**config.mk**
```make
export PLATFORM = sky130hd
export DESIGN_NAME = spi_buf_master
export DESIGN_NICKNAME = d
export VERILOG_FILES = /design/src/rtl/spi_pkg.sv /design/src/rtl/spi_ctrl.sv /design/src/rtl/spi_dpath.sv /design/src/rtl/spi_buf_master.sv
export SDC_FILE = /design/constraint.sdc
export NUM_CORES = 1
export LEC_CHECK = 0
export BUFFER_PORTS_ARGS = -buffer_cell sky130_fd_sc_hd__buf_2
export CORE_MARGIN = 1.5
export CORE_UTILIZATION = 55
export DETAILED_ROUTE_END_ITERATION = 10
export PLACE_DENSITY = 0.82
export SLEW_MARGIN = 40
export SYNTH_ARGS = -nofsm -noshare
export SYNTH_HDL_FRONTEND = slang
export SYNTH_SLANG_ARGS = --single-unit
```
**constraint.sdc**
```tcl
create_clock -name clk -period 2 [get_ports clk]
set_input_delay 0.2 -clock clk [delete_from_list [all_inputs] [get_ports clk]]
set_output_delay 0.2 -clock clk [all_outputs]
set_load 0.02 [all_outputs]
```
**src/rtl/spi_pkg.sv**
```systemverilog
package spi_pkg;
  // Per-cycle commands from the sequencer to the datapath
  typedef struct packed {
    logic load;    // holding buffer -> transmit shifter
    logic sample;  // rising SCLK: capture MISO
    logic shift;   // falling SCLK inside a frame: next MOSI bit
    logic done;    // final falling SCLK: frame complete
  } ctrlStrobes_t;
endpackage

```
**src/rtl/spi_ctrl.sv**
```systemverilog
module spi_ctrl
  import spi_pkg::*;
#(
  parameter int DATA_W = 8,
  parameter int DIV_W  = 4
) (
  input  logic             clk,
  input  logic             rstN,
  input  logic [DIV_W-1:0] divHalf,
  input  logic             bufValid,
  output ctrlStrobes_t     strobes,
  output logic             sclk,
  output logic             busy
);
  localparam int CNT_W = (DATA_W > 1) ? $clog2(DATA_W) : 1;
  localparam logic [CNT_W-1:0] LAST_BIT = CNT_W'(DATA_W - 1);

  logic [DIV_W-1:0] divCnt;
  logic [DIV_W-1:0] halfM1;
  logic [CNT_W-1:0] bitCnt;
  logic             active;
  logic             phase;   // 0: SCLK low half, 1: SCLK high half
  logic             tick;
  logic             lastBit;

  assign halfM1  = (divHalf == '0) ? '0 : divHalf - 1'b1;
  assign tick    = active && (divCnt >= halfM1);
  assign lastBit = (bitCnt == LAST_BIT);

  always_comb begin
    strobes = '0;
    if (!active) begin
      strobes.load = bufValid;
    end else if (tick) begin
      if (!phase) begin
        strobes.sample = 1'b1;
      end else if (lastBit) begin
        strobes.done = 1'b1;
        strobes.load = bufValid;
      end else begin
        strobes.shift = 1'b1;
      end
    end
  end

  always_ff @(posedge clk) begin
    if (!rstN) begin
      divCnt <= '0;
      bitCnt <= '0;
      active <= 1'b0;
      phase  <= 1'b0;
    end else if (!active) begin
      divCnt <= '0;
      bitCnt <= '0;
      phase  <= 1'b0;
      active <= bufValid;
    end else if (tick) begin
      divCnt <= '0;
      phase  <= !phase;
      if (phase) begin
        if (lastBit) begin
          bitCnt <= '0;
          active <= bufValid;
        end else begin
          bitCnt <= bitCnt + 1'b1;
        end
      end
    end else begin
      divCnt <= divCnt + 1'b1;
    end
  end

  assign sclk = phase;
  assign busy = active;

  // nothing waiting -> clock parks low and busy drops
  p_stop_when_empty_r5: assert property (@(posedge clk) disable iff (!rstN)
    strobes.done && !bufValid |=> !busy && !sclk);

  // something waiting -> shifting continues without a gap
  p_continue_when_full_r4: assert property (@(posedge clk) disable iff (!rstN)
    strobes.done && bufValid |=> busy && !sclk);

  // a frame start raises busy
  p_busy_on_load_r12: assert property (@(posedge clk) disable iff (!rstN)
    strobes.load |=> busy);
endmodule

```
**src/rtl/spi_dpath.sv**
```systemverilog
module spi_dpath
  import spi_pkg::*;
#(
  parameter int DATA_W = 8
) (
  input  logic              clk,
  input  logic              rstN,
  input  ctrlStrobes_t      strobes,
  input  logic              wrStrobe,
  input  logic [DATA_W-1:0] wrData,
  input  logic              rdStrobe,
  input  logic              ovrClr,
  input  logic              miso,
  output logic              bufValid,
  output logic [DATA_W-1:0] rdData,
  output logic              rxFull,
  output logic              overrun,
  output logic              mosi
);
  logic [DATA_W-1:0] txBuf;
  logic [DATA_W-1:0] txShift;
  logic [DATA_W-1:0] rxShift;
  logic              wrAccept;

  assign wrAccept = wrStrobe && !bufValid;

  always_ff @(posedge clk) begin
    if (!rstN) begin
      txBuf    <= '0;
      bufValid <= 1'b0;
      txShift  <= '0;
      rxShift  <= '0;
      rdData   <= '0;
      rxFull   <= 1'b0;
      overrun  <= 1'b0;
    end else begin
      if (wrAccept) begin
        txBuf    <= wrData;
        bufValid <= 1'b1;
      end else if (strobes.load) begin
        bufValid <= 1'b0;
      end

      if (strobes.load)
        txShift <= txBuf;
      else if (strobes.shift)
        txShift <= {txShift[DATA_W-2:0], 1'b0};

      if (strobes.sample)
        rxShift <= {rxShift[DATA_W-2:0], miso};

      if (strobes.done) begin
        rdData <= rxShift;
        rxFull <= 1'b1;
      end else if (rdStrobe) begin
        rxFull <= 1'b0;
      end

      if (strobes.done && rxFull && !rdStrobe)
        overrun <= 1'b1;
      else if (ovrClr)
        overrun <= 1'b0;
    end
  end

  assign mosi = txShift[DATA_W-1];

  // moving a frame into the shifter frees the buffer
  p_load_frees_buffer_r2: assert property (@(posedge clk) disable iff (!rstN)
    strobes.load |=> !bufValid);

  // completion publishes the assembled frame
  p_frame_published_r3: assert property (@(posedge clk) disable iff (!rstN)
    strobes.done |=> rxFull && rdData == $past(rxShift));

  // completion over unread data flags overrun
  p_overrun_flagged_r6: assert property (@(posedge clk) disable iff (!rstN)
    strobes.done && rxFull && !rdStrobe |=> overrun);

  // a write into a full buffer leaves it untouched
  p_full_write_ignored_r10: assert property (@(posedge clk) disable iff (!rstN)
    wrStrobe && bufValid |=> $stable(txBuf));
endmodule

```
**src/rtl/spi_buf_master.sv**
```systemverilog
module spi_buf_master
  import spi_pkg::*;
#(
  parameter int DATA_W = 8,
  parameter int DIV_W  = 4
) (
  input  logic              clk,
  input  logic              rstN,
  input  logic [DIV_W-1:0]  divHalf,
  input  logic              wrStrobe,
  input  logic [DATA_W-1:0] wrData,
  input  logic              rdStrobe,
  input  logic              ovrClr,
  output logic [DATA_W-1:0] rdData,
  output logic              txEmpty,
  output logic              rxFull,
  output logic              overrun,
  output logic              busy,
  output logic              sclk,
  output logic              mosi,
  input  logic              miso
);
  ctrlStrobes_t strobes;
  logic         bufValid;

  spi_ctrl #(.DATA_W(DATA_W), .DIV_W(DIV_W)) i_ctrl (
    .clk      (clk),
    .rstN     (rstN),
    .divHalf  (divHalf),
    .bufValid (bufValid),
    .strobes  (strobes),
    .sclk     (sclk),
    .busy     (busy)
  );

  spi_dpath #(.DATA_W(DATA_W)) i_dpath (
    .clk      (clk),
    .rstN     (rstN),
    .strobes  (strobes),
    .wrStrobe (wrStrobe),
    .wrData   (wrData),
    .rdStrobe (rdStrobe),
    .ovrClr   (ovrClr),
    .miso     (miso),
    .bufValid (bufValid),
    .rdData   (rdData),
    .rxFull   (rxFull),
    .overrun  (overrun),
    .mosi     (mosi)
  );

  assign txEmpty = !bufValid;

  // an accepted write fills the buffer
  p_write_fills_r1: assert property (@(posedge clk) disable iff (!rstN)
    wrStrobe && txEmpty |=> !txEmpty);
endmodule

```
==> results.toml <==
[layout]
finalInstanceArea_sq_um = 2290
nNetsFinal = 282
fillers = 294
utilization = 0.682
antenna_cells = 0
area_delta_synth_final_pct = 17.2
drive_gt1_frac = 0.226

[synth]
synthAdderAreaFrac = 0.0448
synth_compound_area_frac = 0.188
dominantRegCellSynth = "dfxtp_1"
yosys_warnings = 0
synth_most_common_cell = "dfxtp_1"
synth_edf_count = 0
synth_commonest_cells = "dfxtp_1 (44), a21oi_1 (22), nand2_1 (22)"
synthSimpleGateAreaFrac = 0.173
synthMuxAreaShare = 0.0870
synth_cells = 216
synth_top_family_by_area = "compound AO/OA/AOI/OAI gates"
async_flop_share = 0
ys_ff_latch = 44
ys_seq_area_frac = 0.450
yosys.area_share.xor_xnor = 0.0134
synth_top_cell_by_area = "dfxtp_1"
syn-cell-area_sq_um = 1960
synth_top_area_frac = 0.450
synth_nets = 241
syn_area_per_cell_sq_um = 9.05
synth_cell_type_count = 34
synth.area.top_cells = "dfxtp_1 (45%), mux2i_1 (8.7%), a21oi_1 (5.6%), nand3_1 (4.6%), ha_1 (4.5%)"

[worst_setup_path]
end_kind = "flop"
start_kind = "flop"
slowest_delay_ps = 400
crit_type = "flop to flop"
crit_slowest_cell = "or3b_4"
path_delay_family = "compound AO/OA/AOI/OAI gates"
crit_chain = "inv_1 > ha_1 > or3b_4 > a21oi_4 > buf_12 > o21ai_1 > a311oi_1"
arrival_ps = 2170
cp_max_fo = 7
worstPathRequired_ps = 2270
path_buf_inv = 2

[detailed_routing]
viasPerCell = 5.66
routed_wl_mm = 4.06
via_count = 1715
drt_iter0_markers = 76
detail-route-antenna-nets = 0
firstDrtPassIters = 4
routedWlPerCell_um = 13.4
drc = 0

[floorplan]
core_sq_um = 3360
die_h_um = 62.6
initial_core_util = 0.581
die_w_um = 62.6
dieArea_sq_um = 3920
num_rows = 21
ios = 32

[global_routing]
grt_start_max_net_pins = 23
grt_usage = 0.228
grt_first_pass_wirelength_mm = 7.14
antenna_found_initial = 0
grt_pass1_vias = 1626
grt_overflow = 0

[sta]
finClkSkew_ps = 6.40
tightest_slew_ps = 562
whs_ps = 70.6
fmax_ghz = 0.527
fin_crit_sh = 0.949
slew-limit-headroom = 0.625
finalHoldViolCount = 0
period_minus_slack_ps = 1900
setup_violations = 0
slew_viol_final = 0

[cts]
cts_tree = "built"
cts_htree_levels = 2
clkTransAtPathRegs_ps = 120
worstSkewPairLatency_ps = 350
cts_root_buffer = "clkbuf_4"
ctsHoldBuffers = 0
cts_made_buffers = 5
clock_sinks = 44
clock_path_buffers = 2

[placed_design]
dpl-instance-area_sq_um = 2230
place_congestion = 0.821
hpwlAfterDp_mm = 2.88
port_buffers = 31

[power_and_ir_drop]
total_power_mw = 1.56
p_per_area_nw_per_um2 = 681
p_leak_nw = 0.924
ir_drop_v = 0.000519

[outcome]
status = "complete, no violations"

[job]
cap_violations = 0

[worst_hold_path]
min_path_type = "input port to flop"
-- power by group --
part           internal [mW]  leakage, nW  switching, mW
combinational          0.101        0.539          0.129
sequential             0.908        0.358         0.0199
clock                  0.128       0.0271          0.275
-- what timing repair did --
| item | CTS | global route |
|---|---|---|
| setup buffers | 0 | 1 |
| setup endpoints to repair | 0 | 10 |
| gates resized for setup | 0 | 1 |
-- area by class of cell --
class / count / area [sq um] / share of cell area
clock buffer: 5 / 37.5 / 0.0164
tap: 46 / 57.6 / 0.0251
inverter: 5 / 18.8 / 0.00819
timing repair buffer: 46 / 293 / 0.128
clock inverter: 2 / 12.5 / 0.00546
multi-input combinational: 155 / 991 / 0.432
sequential: 44 / 882 / 0.385
-- routing by layer --
layer | track usage | vias to the layer above | part of all wire
met1 | 0.297 | 796 | 0.46
met2 | 0.362 | 51 | 0.46
li1 | - | 858 | -
met4 | 0.106 | 0 | 0.023
met3 | 0.0486 | 10 | 0.050
met5 | 0 | - | 0
-- worst paths after layout --
path	from	to	slack [ps]	cells after the start
max	i_ctrl.divCnt[0]$_SDFF_PP0_	i_dpath.txShift[5]$_SDFFE_PN0P_	100	7
min	wrData[1]	i_dpath.txBuf[1]$_SDFFE_PN0P_	70	3
max reg2reg	i_ctrl.divCnt[0]$_SDFF_PP0_	i_dpath.txShift[5]$_SDFFE_PN0P_	100	7
min reg2reg	i_ctrl.divCnt[0]$_SDFF_PP0_	i_ctrl.divCnt[0]$_SDFF_PP0_	460	1
-- sequential cells by signal, summed over array words and instances, names as in the netlist --
| register | flops |
|---|---|
| i_dpath.rdData | 8 |
| i_dpath.rxShift | 8 |
| i_dpath.txBuf | 8 |
| i_dpath.txShift | 8 |
| i_ctrl.divCnt | 4 |
| i_ctrl.bitCnt | 3 |
| i_ctrl.busy | 1 |
| i_ctrl.sclk | 1 |
| i_dpath.bufValid | 1 |
| i_dpath.overrun | 1 |
| i_dpath.rxFull | 1 |
-- layout by cell type, fill, tap and decap left out, types with 7 or more instances in the layout --
cell type,n
a311oi_1,7
o21ai_0,12
mux2i_1,17
dfxtp_1,43
nand3_1,18
ha_1,7
nor2_1,11
buf_2,31
nand2_1,22
a21oi_1,22
buf_4,13
-- logic make-up (layout without fill, tap and decap cells) --
| logic type | after synthesis | in the layout |
|---|---|---|
| AOI/OAI and AO/OA | 58 | 58 |
| xor gates and xnor gates | 3 | 3 |
| adders and majority gates | 7 | 7 |
| buffers and inverters | 17 | 58 |
| DFF | 44 | 44 |
| muxes | 17 | 17 |
| and+or+nand+nor | 70 | 70 |
-- stage by stage --
stage          instances  setup TNS, ps  setup WS (ps)
2_1_floorplan        216              0            179
3_3_place_gp         295          -91.5          -14.1
3_5_place_dp         295          -2550           -157
4_1_cts              302              0           48.5
5_1_grt              303          -9.94          -9.94
6_report             303              0            101
-- worst register-to-register path: stages, from the launching register on --
cell and delay [ps]:
dfxtp_2 370, inv_1 50, ha_1 260, or3b_4 400, a21oi_4 250, buf_12 150, o21ai_1 70, a311oi_1 270
Power figures use the tool's default switching activity.
